==> config.mk <==
export PLATFORM = sky130hd
export DESIGN_NAME = cal_rtc
export DESIGN_NICKNAME = d
export VERILOG_FILES = /design/src/rtl/cal_rtc_pkg.sv /design/src/rtl/cal_rtc_prescale.sv /design/src/rtl/cal_rtc_counters.sv /design/src/rtl/cal_rtc_irq.sv /design/src/rtl/cal_rtc.sv
export SDC_FILE = /design/constraint.sdc
export NUM_CORES = 1
export LEC_CHECK = 0
export ABC_CLOCK_PERIOD_IN_PS = 6380
export BUFFER_PORTS_ARGS = -buffer_cell sky130_fd_sc_hd__buf_2
export CAP_MARGIN = 20
export CORE_ASPECT_RATIO = 0.8
export CORE_UTILIZATION = 45
export CTS_BUF_LIST = sky130_fd_sc_hd__clkbuf_16
export CTS_CLUSTER_DIAMETER = 120
export CTS_CLUSTER_SIZE = 10
export DETAILED_ROUTE_END_ITERATION = 6
export GPL_TIMING_DRIVEN = 0
export HOLD_SLACK_MARGIN = 0.08
export SYNTH_ARGS = -nofsm -noshare
export SYNTH_HDL_FRONTEND = slang
export SYNTH_SLANG_ARGS = --single-unit
==> constraint.sdc <==
create_clock -name clk_i -period 6.38 [get_ports clk_i]
set_clock_uncertainty 0.05 [all_clocks]
set_input_delay 1.595 -clock clk_i [delete_from_list [all_inputs] [get_ports clk_i]]
set_output_delay 1.595 -clock clk_i [all_outputs]
set_load 0.05 [all_outputs]
==> src/rtl/cal_rtc_pkg.sv <==
package cal_rtc_pkg;

  localparam int NUM_FIELDS = 8;

  typedef enum logic [2:0] {
    F_SEC  = 3'd0,
    F_MIN  = 3'd1,
    F_HOUR = 3'd2,
    F_DOM  = 3'd3,
    F_DOW  = 3'd4,
    F_DOY  = 3'd5,
    F_MON  = 3'd6,
    F_YEAR = 3'd7
  } field_e;

  typedef enum logic [3:0] {
    A_FLAG = 4'd0,
    A_CTRL = 4'd1,
    A_IEN  = 4'd2,
    A_PK0  = 4'd3,
    A_PK1  = 4'd4,
    A_PK2  = 4'd5,
    A_SEC  = 4'd8,
    A_MIN  = 4'd9,
    A_HOUR = 4'd10,
    A_DOM  = 4'd11,
    A_DOW  = 4'd12,
    A_DOY  = 4'd13,
    A_MON  = 4'd14,
    A_YEAR = 4'd15
  } addr_e;

  typedef struct packed {
    logic [11:0] year;
    logic [3:0]  mon;
    logic [11:0] doy;
    logic [2:0]  dow;
    logic [4:0]  dom;
    logic [4:0]  hour;
    logic [5:0]  min;
    logic [5:0]  sec;
  } cal_t;

  localparam logic [5:0]  SEC_LAST  = 6'd59;
  localparam logic [5:0]  MIN_LAST  = 6'd59;
  localparam logic [4:0]  HOUR_LAST = 5'd23;
  localparam logic [2:0]  DOW_LAST  = 3'd6;
  localparam logic [3:0]  MON_LAST  = 4'd11;

  function automatic logic is_leap(input logic [11:0] yr);
    return ((yr[1:0] == 2'b00) && ((yr % 12'd100) != 12'd0)) || ((yr % 12'd400) == 12'd0);
  endfunction

  function automatic logic [4:0] month_len(input logic [3:0] mon, input logic [11:0] yr);
    case (mon)
      4'd1:                      return is_leap(yr) ? 5'd29 : 5'd28;
      4'd3, 4'd5, 4'd8, 4'd10:   return 5'd30;
      default:                   return 5'd31;
    endcase
  endfunction

endpackage

==> src/rtl/cal_rtc_prescale.sv <==
module cal_rtc_prescale #(
  parameter int PRESCALE = 32768
) (
  input  logic clk_i,
  input  logic rst_ni,
  input  logic en_i,
  input  logic hold_i,
  output logic tick_o
);
  localparam int CNT_W = (PRESCALE > 1) ? $clog2(PRESCALE) : 1;
  localparam logic [CNT_W-1:0] CNT_LAST = CNT_W'(PRESCALE - 1);

  logic [CNT_W-1:0] cnt_q;

  assign tick_o = en_i && !hold_i && (cnt_q == CNT_LAST);

  always_ff @(posedge clk_i or negedge rst_ni) begin
    if (!rst_ni)           cnt_q <= '0;
    else if (hold_i)       cnt_q <= '0;
    else if (tick_o)       cnt_q <= '0;
    else if (en_i)         cnt_q <= cnt_q + 1'b1;
  end

  // hold parks the divider at zero
  p_hold_parks_r3: assert property (@(posedge clk_i) disable iff (!rst_ni)
    hold_i |=> (cnt_q == '0));

  // a stopped divider keeps its count
  p_stop_freezes_r2: assert property (@(posedge clk_i) disable iff (!rst_ni)
    (!en_i && !hold_i) |=> $stable(cnt_q));

endmodule

==> src/rtl/cal_rtc_counters.sv <==
module cal_rtc_counters
  import cal_rtc_pkg::*;
(
  input  logic                  clk_i,
  input  logic                  rst_ni,
  input  logic                  tick_i,
  input  logic                  wr_en_i,
  input  field_e                wr_field_i,
  input  logic [11:0]           wr_val_i,
  output cal_t                  cal_o,
  output logic [NUM_FIELDS-1:0] inc_o
);
  cal_t q, d;
  logic [4:0] mlen;
  logic c_min, c_hour, c_day, c_mon, c_year;

  assign mlen   = month_len(q.mon, q.year);
  assign c_min  = tick_i && (q.sec  >= SEC_LAST);
  assign c_hour = c_min  && (q.min  >= MIN_LAST);
  assign c_day  = c_hour && (q.hour >= HOUR_LAST);
  assign c_mon  = c_day  && (q.dom  >= mlen);
  assign c_year = c_mon  && (q.mon  >= MON_LAST);

  always_comb begin
    d = q;
    if (tick_i) d.sec  = c_min  ? 6'd0 : q.sec + 6'd1;
    if (c_min)  d.min  = c_hour ? 6'd0 : q.min + 6'd1;
    if (c_hour) d.hour = c_day  ? 5'd0 : q.hour + 5'd1;
    if (c_day) begin
      d.dom = c_mon ? 5'd1 : q.dom + 5'd1;
      d.dow = (q.dow >= DOW_LAST) ? 3'd0 : q.dow + 3'd1;
      d.doy = c_year ? 12'd0 : q.doy + 12'd1;
    end
    if (c_mon)  d.mon  = c_year ? 4'd0 : q.mon + 4'd1;
    if (c_year) d.year = q.year + 12'd1;
    // software write overrides only the addressed field
    if (wr_en_i) begin
      case (wr_field_i)
        F_SEC:  d.sec  = wr_val_i[5:0];
        F_MIN:  d.min  = wr_val_i[5:0];
        F_HOUR: d.hour = wr_val_i[4:0];
        F_DOM:  d.dom  = wr_val_i[4:0];
        F_DOW:  d.dow  = wr_val_i[2:0];
        F_DOY:  d.doy  = wr_val_i[11:0];
        F_MON:  d.mon  = wr_val_i[3:0];
        default: d.year = wr_val_i[11:0];
      endcase
    end
  end

  always_ff @(posedge clk_i or negedge rst_ni) begin
    if (!rst_ni) begin
      q      <= '0;
      q.dom  <= 5'd1;
    end else begin
      q <= d;
    end
  end

  assign cal_o = q;
  assign inc_o = {c_year, c_mon, c_day, c_day, c_day, c_hour, c_min, tick_i};

  // second rollover carries into minute on the same edge
  p_sec_carry_r4: assert property (@(posedge clk_i) disable iff (!rst_ni)
    (tick_i && !wr_en_i && q.sec == 6'd59 && q.min < 6'd59)
    |=> (q.sec == 6'd0 && q.min == $past(q.min) + 6'd1));

  // no tick and no write leaves every field alone
  p_idle_stable_r2: assert property (@(posedge clk_i) disable iff (!rst_ni)
    (!tick_i && !wr_en_i) |=> $stable(q));

  // a seconds write lands without touching minutes
  p_wr_no_carry_r9: assert property (@(posedge clk_i) disable iff (!rst_ni)
    (wr_en_i && !tick_i && wr_field_i == F_SEC)
    |=> (q.sec == $past(wr_val_i[5:0]) && $stable(q.min)));

  // leap-year February reaches day 29
  p_leap_feb_r5: assert property (@(posedge clk_i) disable iff (!rst_ni)
    (tick_i && !wr_en_i && q.mon == 4'd1 && q.dom == 5'd28 && q.hour == 5'd23
     && q.min == 6'd59 && q.sec == 6'd59 && is_leap(q.year))
    |=> (q.dom == 5'd29 && q.mon == 4'd1));

  // year rollover clears day of year
  p_doy_wrap_r6: assert property (@(posedge clk_i) disable iff (!rst_ni)
    (tick_i && !wr_en_i && q.mon == 4'd11 && q.dom == 5'd31 && q.hour == 5'd23
     && q.min == 6'd59 && q.sec == 6'd59)
    |=> (q.doy == 12'd0 && q.mon == 4'd0 && q.dom == 5'd1));

endmodule

==> src/rtl/cal_rtc_irq.sv <==
module cal_rtc_irq
  import cal_rtc_pkg::*;
(
  input  logic                  clk_i,
  input  logic                  rst_ni,
  input  logic [NUM_FIELDS-1:0] inc_i,
  input  logic                  ien_we_i,
  input  logic [NUM_FIELDS-1:0] ien_wdata_i,
  input  logic                  clr_i,
  output logic [NUM_FIELDS-1:0] ien_o,
  output logic                  flag_o
);
  logic [NUM_FIELDS-1:0] ien_q;
  logic flag_q, set_w, clr_w;

  assign set_w = |(inc_i & ien_q);
  assign clr_w = clr_i || (ien_we_i && (ien_wdata_i == '0));

  always_ff @(posedge clk_i or negedge rst_ni) begin
    if (!rst_ni) begin
      ien_q  <= '0;
      flag_q <= 1'b0;
    end else begin
      if (ien_we_i) ien_q <= ien_wdata_i;
      if (set_w)      flag_q <= 1'b1;
      else if (clr_w) flag_q <= 1'b0;
    end
  end

  assign ien_o  = ien_q;
  assign flag_o = flag_q;

  // an enabled increment always raises the flag
  p_flag_set_r11: assert property (@(posedge clk_i) disable iff (!rst_ni)
    (|(inc_i & ien_q)) |=> flag_q);

  // flag is sticky without a clear
  p_flag_sticky_r12: assert property (@(posedge clk_i) disable iff (!rst_ni)
    (flag_q && !clr_i && !ien_we_i) |=> flag_q);

  // clear without a competing event drops the flag
  p_flag_clear_r12: assert property (@(posedge clk_i) disable iff (!rst_ni)
    (clr_i && !(|(inc_i & ien_q))) |=> !flag_q);

endmodule

==> src/rtl/cal_rtc.sv <==
module cal_rtc
  import cal_rtc_pkg::*;
#(
  parameter int PRESCALE = 32768
) (
  input  logic        clk_i,
  input  logic        rst_ni,
  input  logic [3:0]  bus_addr_i,
  input  logic        bus_we_i,
  input  logic [31:0] bus_wdata_i,
  output logic [31:0] bus_rdata_o,
  output logic        irq_o
);
  localparam int CTRL_EN   = 0;
  localparam int CTRL_HOLD = 1;
  localparam int CTRL_CAL  = 4;

  addr_e addr;
  logic ctl_en_q, ctl_hold_q, ctl_cal_q;
  logic tick;
  logic cnt_we, ien_we, flag_clr;
  cal_t cal;
  logic [NUM_FIELDS-1:0] inc, ien;
  logic flag;
  logic unused_wdata;

  assign addr         = addr_e'(bus_addr_i);
  assign cnt_we       = bus_we_i && bus_addr_i[3];
  assign ien_we       = bus_we_i && (addr == A_IEN);
  assign flag_clr     = bus_we_i && (addr == A_FLAG) && bus_wdata_i[0];
  assign unused_wdata = ^bus_wdata_i[31:12];

  always_ff @(posedge clk_i or negedge rst_ni) begin
    if (!rst_ni) begin
      ctl_en_q   <= 1'b0;
      ctl_hold_q <= 1'b0;
      ctl_cal_q  <= 1'b0;
    end else if (bus_we_i && addr == A_CTRL) begin
      ctl_en_q   <= bus_wdata_i[CTRL_EN];
      ctl_hold_q <= bus_wdata_i[CTRL_HOLD];
      ctl_cal_q  <= bus_wdata_i[CTRL_CAL];
    end
  end

  cal_rtc_prescale #(.PRESCALE(PRESCALE)) u_prescale (
    .clk_i  (clk_i),
    .rst_ni (rst_ni),
    .en_i   (ctl_en_q),
    .hold_i (ctl_hold_q),
    .tick_o (tick)
  );

  cal_rtc_counters u_counters (
    .clk_i      (clk_i),
    .rst_ni     (rst_ni),
    .tick_i     (tick),
    .wr_en_i    (cnt_we),
    .wr_field_i (field_e'(bus_addr_i[2:0])),
    .wr_val_i   (bus_wdata_i[11:0]),
    .cal_o      (cal),
    .inc_o      (inc)
  );

  cal_rtc_irq u_irq (
    .clk_i       (clk_i),
    .rst_ni      (rst_ni),
    .inc_i       (inc),
    .ien_we_i    (ien_we),
    .ien_wdata_i (bus_wdata_i[NUM_FIELDS-1:0]),
    .clr_i       (flag_clr),
    .ien_o       (ien),
    .flag_o      (flag)
  );

  assign irq_o = flag;

  always_comb begin
    bus_rdata_o = '0;
    case (addr)
      A_FLAG: bus_rdata_o[0] = flag;
      A_CTRL: begin
        bus_rdata_o[CTRL_EN]   = ctl_en_q;
        bus_rdata_o[CTRL_HOLD] = ctl_hold_q;
        bus_rdata_o[CTRL_CAL]  = ctl_cal_q;
      end
      A_IEN:  bus_rdata_o[NUM_FIELDS-1:0] = ien;
      A_PK0:  bus_rdata_o = {5'b0, cal.dow, 3'b0, cal.hour, 2'b0, cal.min, 2'b0, cal.sec};
      A_PK1:  bus_rdata_o = {4'b0, cal.year, 4'b0, cal.mon, 3'b0, cal.dom};
      A_PK2:  bus_rdata_o = {20'b0, cal.doy};
      A_SEC:  bus_rdata_o = {26'b0, cal.sec};
      A_MIN:  bus_rdata_o = {26'b0, cal.min};
      A_HOUR: bus_rdata_o = {27'b0, cal.hour};
      A_DOM:  bus_rdata_o = {27'b0, cal.dom};
      A_DOW:  bus_rdata_o = {29'b0, cal.dow};
      A_DOY:  bus_rdata_o = {20'b0, cal.doy};
      A_MON:  bus_rdata_o = {28'b0, cal.mon};
      A_YEAR: bus_rdata_o = {20'b0, cal.year};
      default: bus_rdata_o = '0;
    endcase
  end

  // counting disabled freezes the calendar absent writes
  p_disabled_frozen_r2: assert property (@(posedge clk_i) disable iff (!rst_ni)
    (!ctl_en_q && !cnt_we) |=> $stable(cal));

  // interrupt pin mirrors the flag read path
  p_irq_pin_r12: assert property (@(posedge clk_i) disable iff (!rst_ni)
    (flag && !flag_clr && !ien_we) |=> irq_o);

endmodule

==> results of run 1 <==
[power by group]
group / total (mW) / internal, mW / switching [mW]
Sequential: 0.764 / 0.612 / 0.152
Clock: 0.511 / 0.299 / 0.212
Combinational: 1.07 / 0.401 / 0.665
Total: 2.34 / 1.31 / 1.03
[kinds of logic (layout without fill, tap and decap cells)]
logic type                 count (synthesis)  after routing  synth area share
xor gates and xnor gates                  31             31            0.0429
other                                      1              7          0.000592
buffers and inverters                     70            127            0.0480
adders and majority gates                 17             17            0.0328
and+or+nand+nor                          321            321             0.255
DFF                                       80             80             0.316
muxes                                     24             24            0.0409
AOI/OAI and AO/OA                        246            246             0.263
[cells in the mapped netlist, drive strengths merged (5+ instances only)]
cell / number / area share
nor4: 5 / 0.0097
a31oi: 6 / 0.0079
xnor2: 14 / 0.019
mux2i: 9 / 0.014
dfrtp: 79 / 0.31
nor2: 60 / 0.037
buf: 22 / 0.019
nand2: 105 / 0.062
ha: 15 / 0.030
nor3b: 6 / 0.0071
inv: 15 / 0.0089
mux2: 15 / 0.027
o21a: 7 / 0.0085
and2: 12 / 0.012
xor2: 17 / 0.024
or2: 7 / 0.0069
clkbuf: 33 / 0.020
o31ai: 11 / 0.014
nor3: 21 / 0.017
nand2b: 15 / 0.015
and4: 5 / 0.0069
o21ai: 92 / 0.074
a22oi: 15 / 0.018
nand4: 10 / 0.0099
nand3: 39 / 0.032
a21oi: 44 / 0.035
and3: 15 / 0.015
a22o: 11 / 0.015
nor2b: 11 / 0.011
[routing by layer]
layer | vias to the layer above | part of all wire
met3 | 21 | 0.084
met2 | 259 | 0.42
met1 | 3106 | 0.49
li1 | 2993 | -
met5 | - | 0
met4 | 0 | 0.014
[registers in the layout, indices dropped and copies added (netlist names)]
register,cells
ctl_en_q,1
u_irq.ien_o,8
u_irq.flag_o,1
ctl_cal_q,1
u_prescale.cnt_q,15
u_counters.cal_o,53
ctl_hold_q,1
[critical path: stages, from the launching register on]
cell	delay, ns
dfrtp_1	0.38
buf_2	0.22
buf_1	0.47
nor2_1	0.09
o21ai_0	0.17
o21ai_0	0.13
a221oi_2	0.47
o21a_2	0.31
o32a_4	0.22
a2bb2o_1	0.32
o21ai_0	0.12
o2bb2ai_2	0.14
mux2i_1	0.21
a21oi_1	0.10
ha_1	0.29
nand2b_1	0.09
a21oi_1	0.08
nor2_1	0.16
nand3_2	0.17
nor2_4	0.30
and4_1	0.31
nor3b_1	0.40
nand3_1	0.18
nor2_1	0.15
xnor2_1	0.13
o21ai_1	0.07
[through the flow]
step | power, mW | area (um2) | std cells
floorplan | 1.52 | 6350 | 795
global placement | 1.77 | 6780 | 1015
detailed placement | 1.80 | 6820 | 1017
CTS | 2.32 | 7100 | 1032
global route | 2.48 | 7130 | 1033
finish | 2.34 | 7130 | 1033
[worst paths after layout]
| check | from | to | slack [ns] |
|---|---|---|---|
| worst max-delay path | u_counters.cal_o[51] | u_counters.cal_o[52] | 0.51 |
| worst min-delay path | ctl_cal_q | ctl_cal_q | 0.49 |
| worst max register to register | u_counters.cal_o[51] | u_counters.cal_o[52] | 0.51 |
| worst min register to register | ctl_cal_q | ctl_cal_q | 0.49 |
| max in group asynchronous | rst_ni | u_counters.cal_o[17] | 4.45 |
| min in group asynchronous | rst_ni | u_prescale.cnt_q[3] | 1.16 |
[cell type report]
type                            count  area (um2)
Timing Repair Buffer               42         240
Clock buffer                        9         225
Buffer                             55         248
Clock inverter                      6        61.3
Inverter                           15        56.3
Antenna cell                        1        2.50
Multi-Input combinational cell    645        4060
Sequential cell                    80        2000
Fill cell                        1284        6520
Tap cell                          180         225
[repair_timing]
item | CTS | global route
endpoints found under the hold margin | 0 | 0
hold buffers | 0 | 0
setup endpoints to repair | 0 | 3
resized for setup | 0 | 4
setup buffers | 0 | 0
==> impl_metrics.yaml, run 1 <==
run_status:
  outcome: "finished, final reports clean"
global_routing:
  grt_pass1_vias: 5826
  grtUsageTotal: 0.291
  grt-ovfl-total: 0
  use_met2: 0.416
  busiest_layer: "met1"
  met3_usage: 0.0694
  use_met1: 0.432
  grt_pass1_wl_um: 32100
  antenna_found_initial: 1
  grt_max_degree: 48
timing:
  setup_tns_ns: 0
  hold_slack_ns: 0.486
  fmax_mhz: 170
  layout_min_cycle_time_ns: 5.87
  setup_viol: 0
  grt_setup_unrepaired: "no"
  maxSlewViolCount: 0
  slew_headroom: 0.337
  worstMarginPinSlew_ns: 0.987
  hold_viol_final: 0
  worst_slack_ns: 0.506
  period_share: 0.921
drt:
  drc: 0
  wl_per_cell_um: 20.0
  avgViaCountPerCell: 6.18
  via_count: 6379
  wirelength_um: 20600
  antenna_left: 0
  first_pass_iters: 6
  drt_iter0_drc: 629
layout:
  drive_above_1_share: 0.141
  final_cell_mix: "nand2_1, o21ai_0, dfrtp_1"
  area_delta_synth_final_pct: 12.5
  final_util: 0.522
  mostFrequentLayoutCell: "nand2_1"
  fin_nets: 902
critical_path:
  crit_required_ns: 6.55
  crit_path_end_kind: "flip-flop"
  crit_arrival_ns: 6.04
  crit_type: "reg -> reg"
  start_kind: "flip-flop"
  r2r_cells: 25
  path_max_fanout: 10
floorplanning:
  start_util: 0.464
  core_area_mm2: 0.0136
  io_pins: 72
  fp-row-count: 38
  dieWidth_um: 135
  die_area_mm2: 0.0146
  die_h_um: 108
clock_tree:
  clkTransAtPathRegs_ns: 0.06
  cts_buffer_depth: 2
  cts_made_buffers: 9
  cts_htree_levels: 3
  cts_tree: "built"
  root_buffer: "clkbuf_16"
  clk_latency_ns: 0.34
  cts_sinks: 80
place:
  dp_slack_ns: 0.332
  gp_congestion: 1.03
  dp_hpwl_um: 15300
  port_buffers: 40
logic_synthesis:
  ys_ff_latch: 80
  ys.warnings.count: 0
  yosysUniqueCellTypes: 85
  yosysSeqAreaShare: 0.316
  synth-main-ff-cell: "dfrtp_1"
  syn_area_per_cell_um2: 8.02
  async_reset_ff_frac: 1.00
  synth_edf_count: 0
  synth_area_mm2: 0.00633
  syn_inst: 790
pwr:
  peakVddDrop_v: 0.000166
  p_leak_nw: 2.84
  cellPowerDensity_mw_per_mm2: 328
worst_hold_path:
  hold_depth: 1
  holdCritPathClass: "reg -> reg"
run:
  drv_cap: 0
(Power assumes the default switching activity.)
==> run 2, diff against run 1 <==
Settings changed: CELL_PAD_IN_SITES_DETAIL_PLACEMENT set to 1, CELL_PAD_IN_SITES_GLOBAL_PLACEMENT set to 2, CORE_UTILIZATION 45 to 35, PLACE_DENSITY_LB_ADDON set to 0.1.
==> run 2 against run 1 <==
Effect of this change: the flow now finishes with violations (DRC); core utilization down 11 points; clock-buffer cell count unchanged; largest cell class unchanged; cell count up 4.2%; sequential share of layout area down 0.32 points.
==> impl_metrics.yaml, run 2 (synthesis gave the netlist of run 1 again) <==
run_status:
  outcome: "finished with violations"
  violations: "DRC"
critical_path:
  path_max_fanout: 10
  crit_required_ns: 6.55
  slowest_stage: "nor2_1"
  path_common_cell: "nor2_1"
  crit_arrival_ns: 6.06
  crit_type: "reg -> reg"
  crit_chain: "clkbuf_1, nor4_2, a22o_1, o211ai_1, and4_1, nor2_1, o32a_4, a2bb2o_1, o21ai_0, o2bb2ai_2, mux2i_1, a21oi_1, ha_1, nand2b_1, a21oi_1, nor2_1, nand3_2, nor2_4, and4_1, nor3b_2, nand3_1, nor2_1, xnor2_1, o21ai_1"
  start_kind: "flip-flop"
  critPathMaxStageDelay_ns: 0.42
  crit_path_end_kind: "flip-flop"
drt:
  first_pass_iters: 7
  via_count: 6431
  antenna_left: 0
  drt_iter0_drc: 458
  drc: 5
  wirelength_um: 23800
  avgViaCountPerCell: 5.98
  wl_per_cell_um: 22.1
timing:
  setup_tns_ns: 0
  setup_viol: 0
  fmax_mhz: 170
  layout_min_cycle_time_ns: 5.89
  worst_slack_ns: 0.488
  worstMarginPinSlew_ns: 1.01
  hold_viol_final: 0
  period_share: 0.924
  maxSlewViolCount: 0
  slew_headroom: 0.319
layout:
  fin_nets: 900
  largest_reg_flops: 53
  final_cell_mix: "nand2_1, o21ai_0, dfrtp_1"
  mostFrequentLayoutCell: "nand2_1"
  area_delta_synth_final_pct: 13.8
  antennaDiodeCount: 0
  final_util: 0.411
  drive_above_1_share: 0.143
pwr:
  p_leak_nw: 2.86
  peakVddDrop_v: 0.000112
  cellPowerDensity_mw_per_mm2: 337
global_routing:
  grt_pass1_vias: 6462
  grt_max_degree: 47
  grt_pass1_wl_um: 37200
  grtUsageTotal: 0.262
  grt-ovfl-total: 0
  antenna_found_initial: 0
floorplanning:
  fp-row-count: 43
  die_h_um: 122
  dieWidth_um: 152
  io_pins: 72
  core_area_mm2: 0.0175
  start_util: 0.361
  die_area_mm2: 0.0186
clock_tree:
  cts_setup_buffers: 0
  cts_sinks: 80
  clk_latency_ns: 0.35
  cts_buffer_depth: 2
  cts_htree_levels: 3
  cts_tree: "built"
  hold_buffers: 0
  root_buffer: "clkbuf_16"
  cts_made_buffers: 9
  clkTransAtPathRegs_ns: 0.06
  post_cts_resize_count: 0
place:
  dp_hpwl_um: 18100
  gp_congestion: 0.907
  dp_slack_ns: 0.112
  port_buffers: 40
worst_hold_path:
  holdCritPathClass: "reg -> reg"
run:
  drv_cap: 0
-- run 2: stage by stage --
step / std cells / power (mW) / hold WS [ns] / cell area [um2]
after floorplan: 795 / 1.52 / 0.429 / 6350
after global placement: 1060 / 1.80 / 0.450 / 6830
after detailed placement: 1061 / 1.85 / 0.472 / 6870
after CTS: 1077 / 2.42 / 0.496 / 7180
after global routing: 1076 / 2.57 / 0.511 / 7210
final: 1076 / 2.43 / 0.501 / 7210
-- run 2: routing by layer --
| layer | part of all wire | wire [um] | vias to the layer above | GRT usage |
|---|---|---|---|---|
| met2 | 0.43 | 10200 | 169 | 0.405 |
| li1 | - | - | 2995 | - |
| met5 | 0 | 0 | - | 0 |
| met1 | 0.50 | 12000 | 3239 | 0.375 |
| met4 | 0.017 | 412 | 0 | 0.0778 |
| met3 | 0.051 | 1220 | 28 | 0.0445 |
-- run 2: area by class of cell --
type / instances / area, um2
inverter: 15 / 56.3
tap: 225 / 282
buffer: 54 / 245
clock buffer: 9 / 225
timing repair buffer: 41 / 230
clock inverter: 7 / 87.6
sequential: 80 / 2000
fill: 2165 / 10300
multi-input combinational: 645 / 4080
-- run 2: final timing paths --
path | from | endpoint | slack, ns | cells past startpoint
max | u_counters.cal_o[47] | u_counters.cal_o[52] | 0.49 | 24
min | u_prescale.cnt_q[3] | u_prescale.cnt_q[3] | 0.50 | 1
max reg2reg | u_counters.cal_o[47] | u_counters.cal_o[52] | 0.49 | 24
min reg2reg | u_prescale.cnt_q[3] | u_prescale.cnt_q[3] | 0.50 | 1
max in group asynchronous | rst_ni | u_counters.cal_o[17] | 4.42 | 2
min in group asynchronous | rst_ni | u_prescale.cnt_q[7] | 1.16 | 1
-- run 2: worst max-delay path, delay by kind of cell (launching register included) --
kind                       cells  cell delay, ns
xor gates and xnor gates       1            0.15
adders and majority gates      1            0.29
muxes                          1            0.20
and+or+nand+nor               11            2.79
AOI/OAI and AO/OA              9            1.64
DFF                            1            0.38
buffers and inverters          1            0.24
-- run 2: power breakdown --
part | total, mW | internal [mW] | switching, mW
combinational | 1.09 | 0.401 | 0.692
sequential | 0.773 | 0.612 | 0.161
clock | 0.560 | 0.340 | 0.220
total | 2.43 | 1.35 | 1.07
==> run 3, diff against run 2 <==
Settings changed: CORE_UTILIZATION 35 to 25.
==> run 3 against run 2 <==
Effect of this change: the flow still finishes with violations (DRC); register-to-register slack better by 0.04 ns; cell count rose by 9.0%; core utilization decreased by 11 points; clock-buffer cell count did not move; die area up 39%; non-clock buffer count rose by 4; sequential power hardly changed; critical endpoint unchanged; largest cell class unchanged; highest routed layer unchanged.
==> impl_metrics.yaml, run 3 (synthesis gave the netlist of run 1 again) <==
critical_path:
  start_kind: "flip-flop"
  slowest_stage: "dfrtp_1"
  critPathMaxStageDelay_ns: 0.42
  crit_required_ns: 6.56
  crit_path_end_kind: "flip-flop"
  crit_arrival_ns: 6.02
  crit_type: "reg -> reg"
  path_max_fanout: 10
layout:
  area_delta_synth_final_pct: 16.1
  fin_nets: 904
  nFillCells: 2927
  largest_reg_flops: 53
  design_area_mm2: 0.00735
  mostFrequentLayoutCell: "nand2_1"
  antennaDiodeCount: 0
  drive_above_1_share: 0.147
  final_cell_mix: "nand2_1, o21ai_0, dfrtp_1"
drt:
  first_pass_iters: 6
  wirelength_um: 25700
  via_count: 6404
  drc: 4
  drt_iter0_drc: 421
  wl_per_cell_um: 21.9
  antenna_left: 0
  avgViaCountPerCell: 5.46
timing:
  layout_min_cycle_time_ns: 5.85
  hold_viol_final: 0
  setup_tns_ns: 0
  period_share: 0.917
  setup_viol: 0
  maxSlewViolCount: 0
  hold_slack_ns: 0.487
  worstMarginPinSlew_ns: 0.920
  slew_headroom: 0.385
  fmax_mhz: 171
place:
  port_buffers: 40
  gp_congestion: 0.853
  dp_hpwl_um: 19500
  dpl_cell_area_mm2: 0.00699
clock_tree:
  cts_sinks: 80
  clk_latency_ns: 0.35
  cts_tree: "built"
  cts_htree_levels: 3
  clkTransAtPathRegs_ns: 0.07
  cts_made_buffers: 9
  hold_buffers: 0
  cts_buffer_depth: 2
  root_buffer: "clkbuf_16"
run_status:
  outcome: "finished with violations"
  violations: "DRC"
pwr:
  peakVddDrop_v: 0.000113
  p_leak_nw: 2.87
  cellPowerDensity_mw_per_mm2: 334
  p_total_mw: 2.45
floorplanning:
  core_area_mm2: 0.0246
  start_util: 0.258
  io_pins: 72
  fp-row-count: 51
  die_area_mm2: 0.0260
  die_h_um: 144
  dieWidth_um: 180
worst_hold_path:
  holdCritPathClass: "reg -> reg"
run:
  drv_cap: 0
global_routing:
  antenna_found_initial: 0
  grt_max_degree: 47
  grt_pass1_wl_um: 39900
  grt_pass1_vias: 6342
  grtUsageTotal: 0.205
  grt-ovfl-total: 0
-- run 3: cell count changes in the layout (fill, tap and decap cells not counted), sizes merged --
cell | before | now
buf | 62 | 65
clkbuf | 42 | 43
-- run 3: per-layer routing --
layer / global-route usage / part of all wire / up-vias
li1: - / - / 2996
met1: 0.301 / 0.52 / 3237
met2: 0.306 / 0.42 / 142
met3: 0.0355 / 0.040 / 29
met4: 0.0513 / 0.016 / 0
met5: 0 / 0 / -
-- run 3: timing repair --
item / in CTS / in global routing
resized for setup: 0 / 7
setup buffers: 0 / 3
endpoints found under the setup margin: 0 / 6
-- run 3: area by class of cell --
type	count	area [um2]	area share
multi-input combinational	645	4080	0.555
sequential	80	2000	0.272
tap	318	398	0.0541
timing repair buffer	44	253	0.0344
buffer	55	249	0.0339
clock buffer	9	225	0.0306
clock inverter	7	87.6	0.0119
inverter	15	56.3	0.00766
-- run 3: worst max-delay path, delay by kind of cell, from the launching register on --
| family | cells | cell delay (ns) |
|---|---|---|
| simple gates | 9 | 1.76 |
| xor+xnor | 1 | 0.13 |
| flops | 1 | 0.42 |
| buf+inv | 2 | 0.43 |
| mux | 1 | 0.21 |
| compound gates | 11 | 2.37 |
| fa+ha+maj | 1 | 0.29 |
-- run 3: through the flow --
stage / setup slack [ns] / std cells / util
final: 0.533 / 1173 / 0.299
after global routing: -0.0122 / 1173 / 0.299
after CTS: 0.0263 / 1170 / 0.297
after detailed placement: 0.0368 / 1154 / 0.284
after global placement: 0.193 / 1153 / 0.283
after floorplan: 1.15 / 795 / -
-- run 3: worst paths after layout --
| kind | from | to | slack, ns | cells after the start |
|---|---|---|---|---|
| max reg2reg | u_counters.cal_o[48] | u_counters.cal_o[52] | 0.53 | 25 |
| max in group asynchronous | rst_ni | u_counters.cal_o[17] | 4.42 | 2 |
| min | u_prescale.cnt_q[3] | u_prescale.cnt_q[3] | 0.49 | 1 |
| min reg2reg | u_prescale.cnt_q[3] | u_prescale.cnt_q[3] | 0.49 | 1 |
| min in group asynchronous | rst_ni | u_prescale.cnt_q[9] | 1.16 | 1 |
| max | u_counters.cal_o[48] | u_counters.cal_o[52] | 0.53 | 25 |
-- run 3: report_power, final --
part / switching [mW] / internal (mW) / total [mW]
Combinational: 0.708 / 0.402 / 1.11
Sequential: 0.162 / 0.612 / 0.774
Clock: 0.229 / 0.340 / 0.570
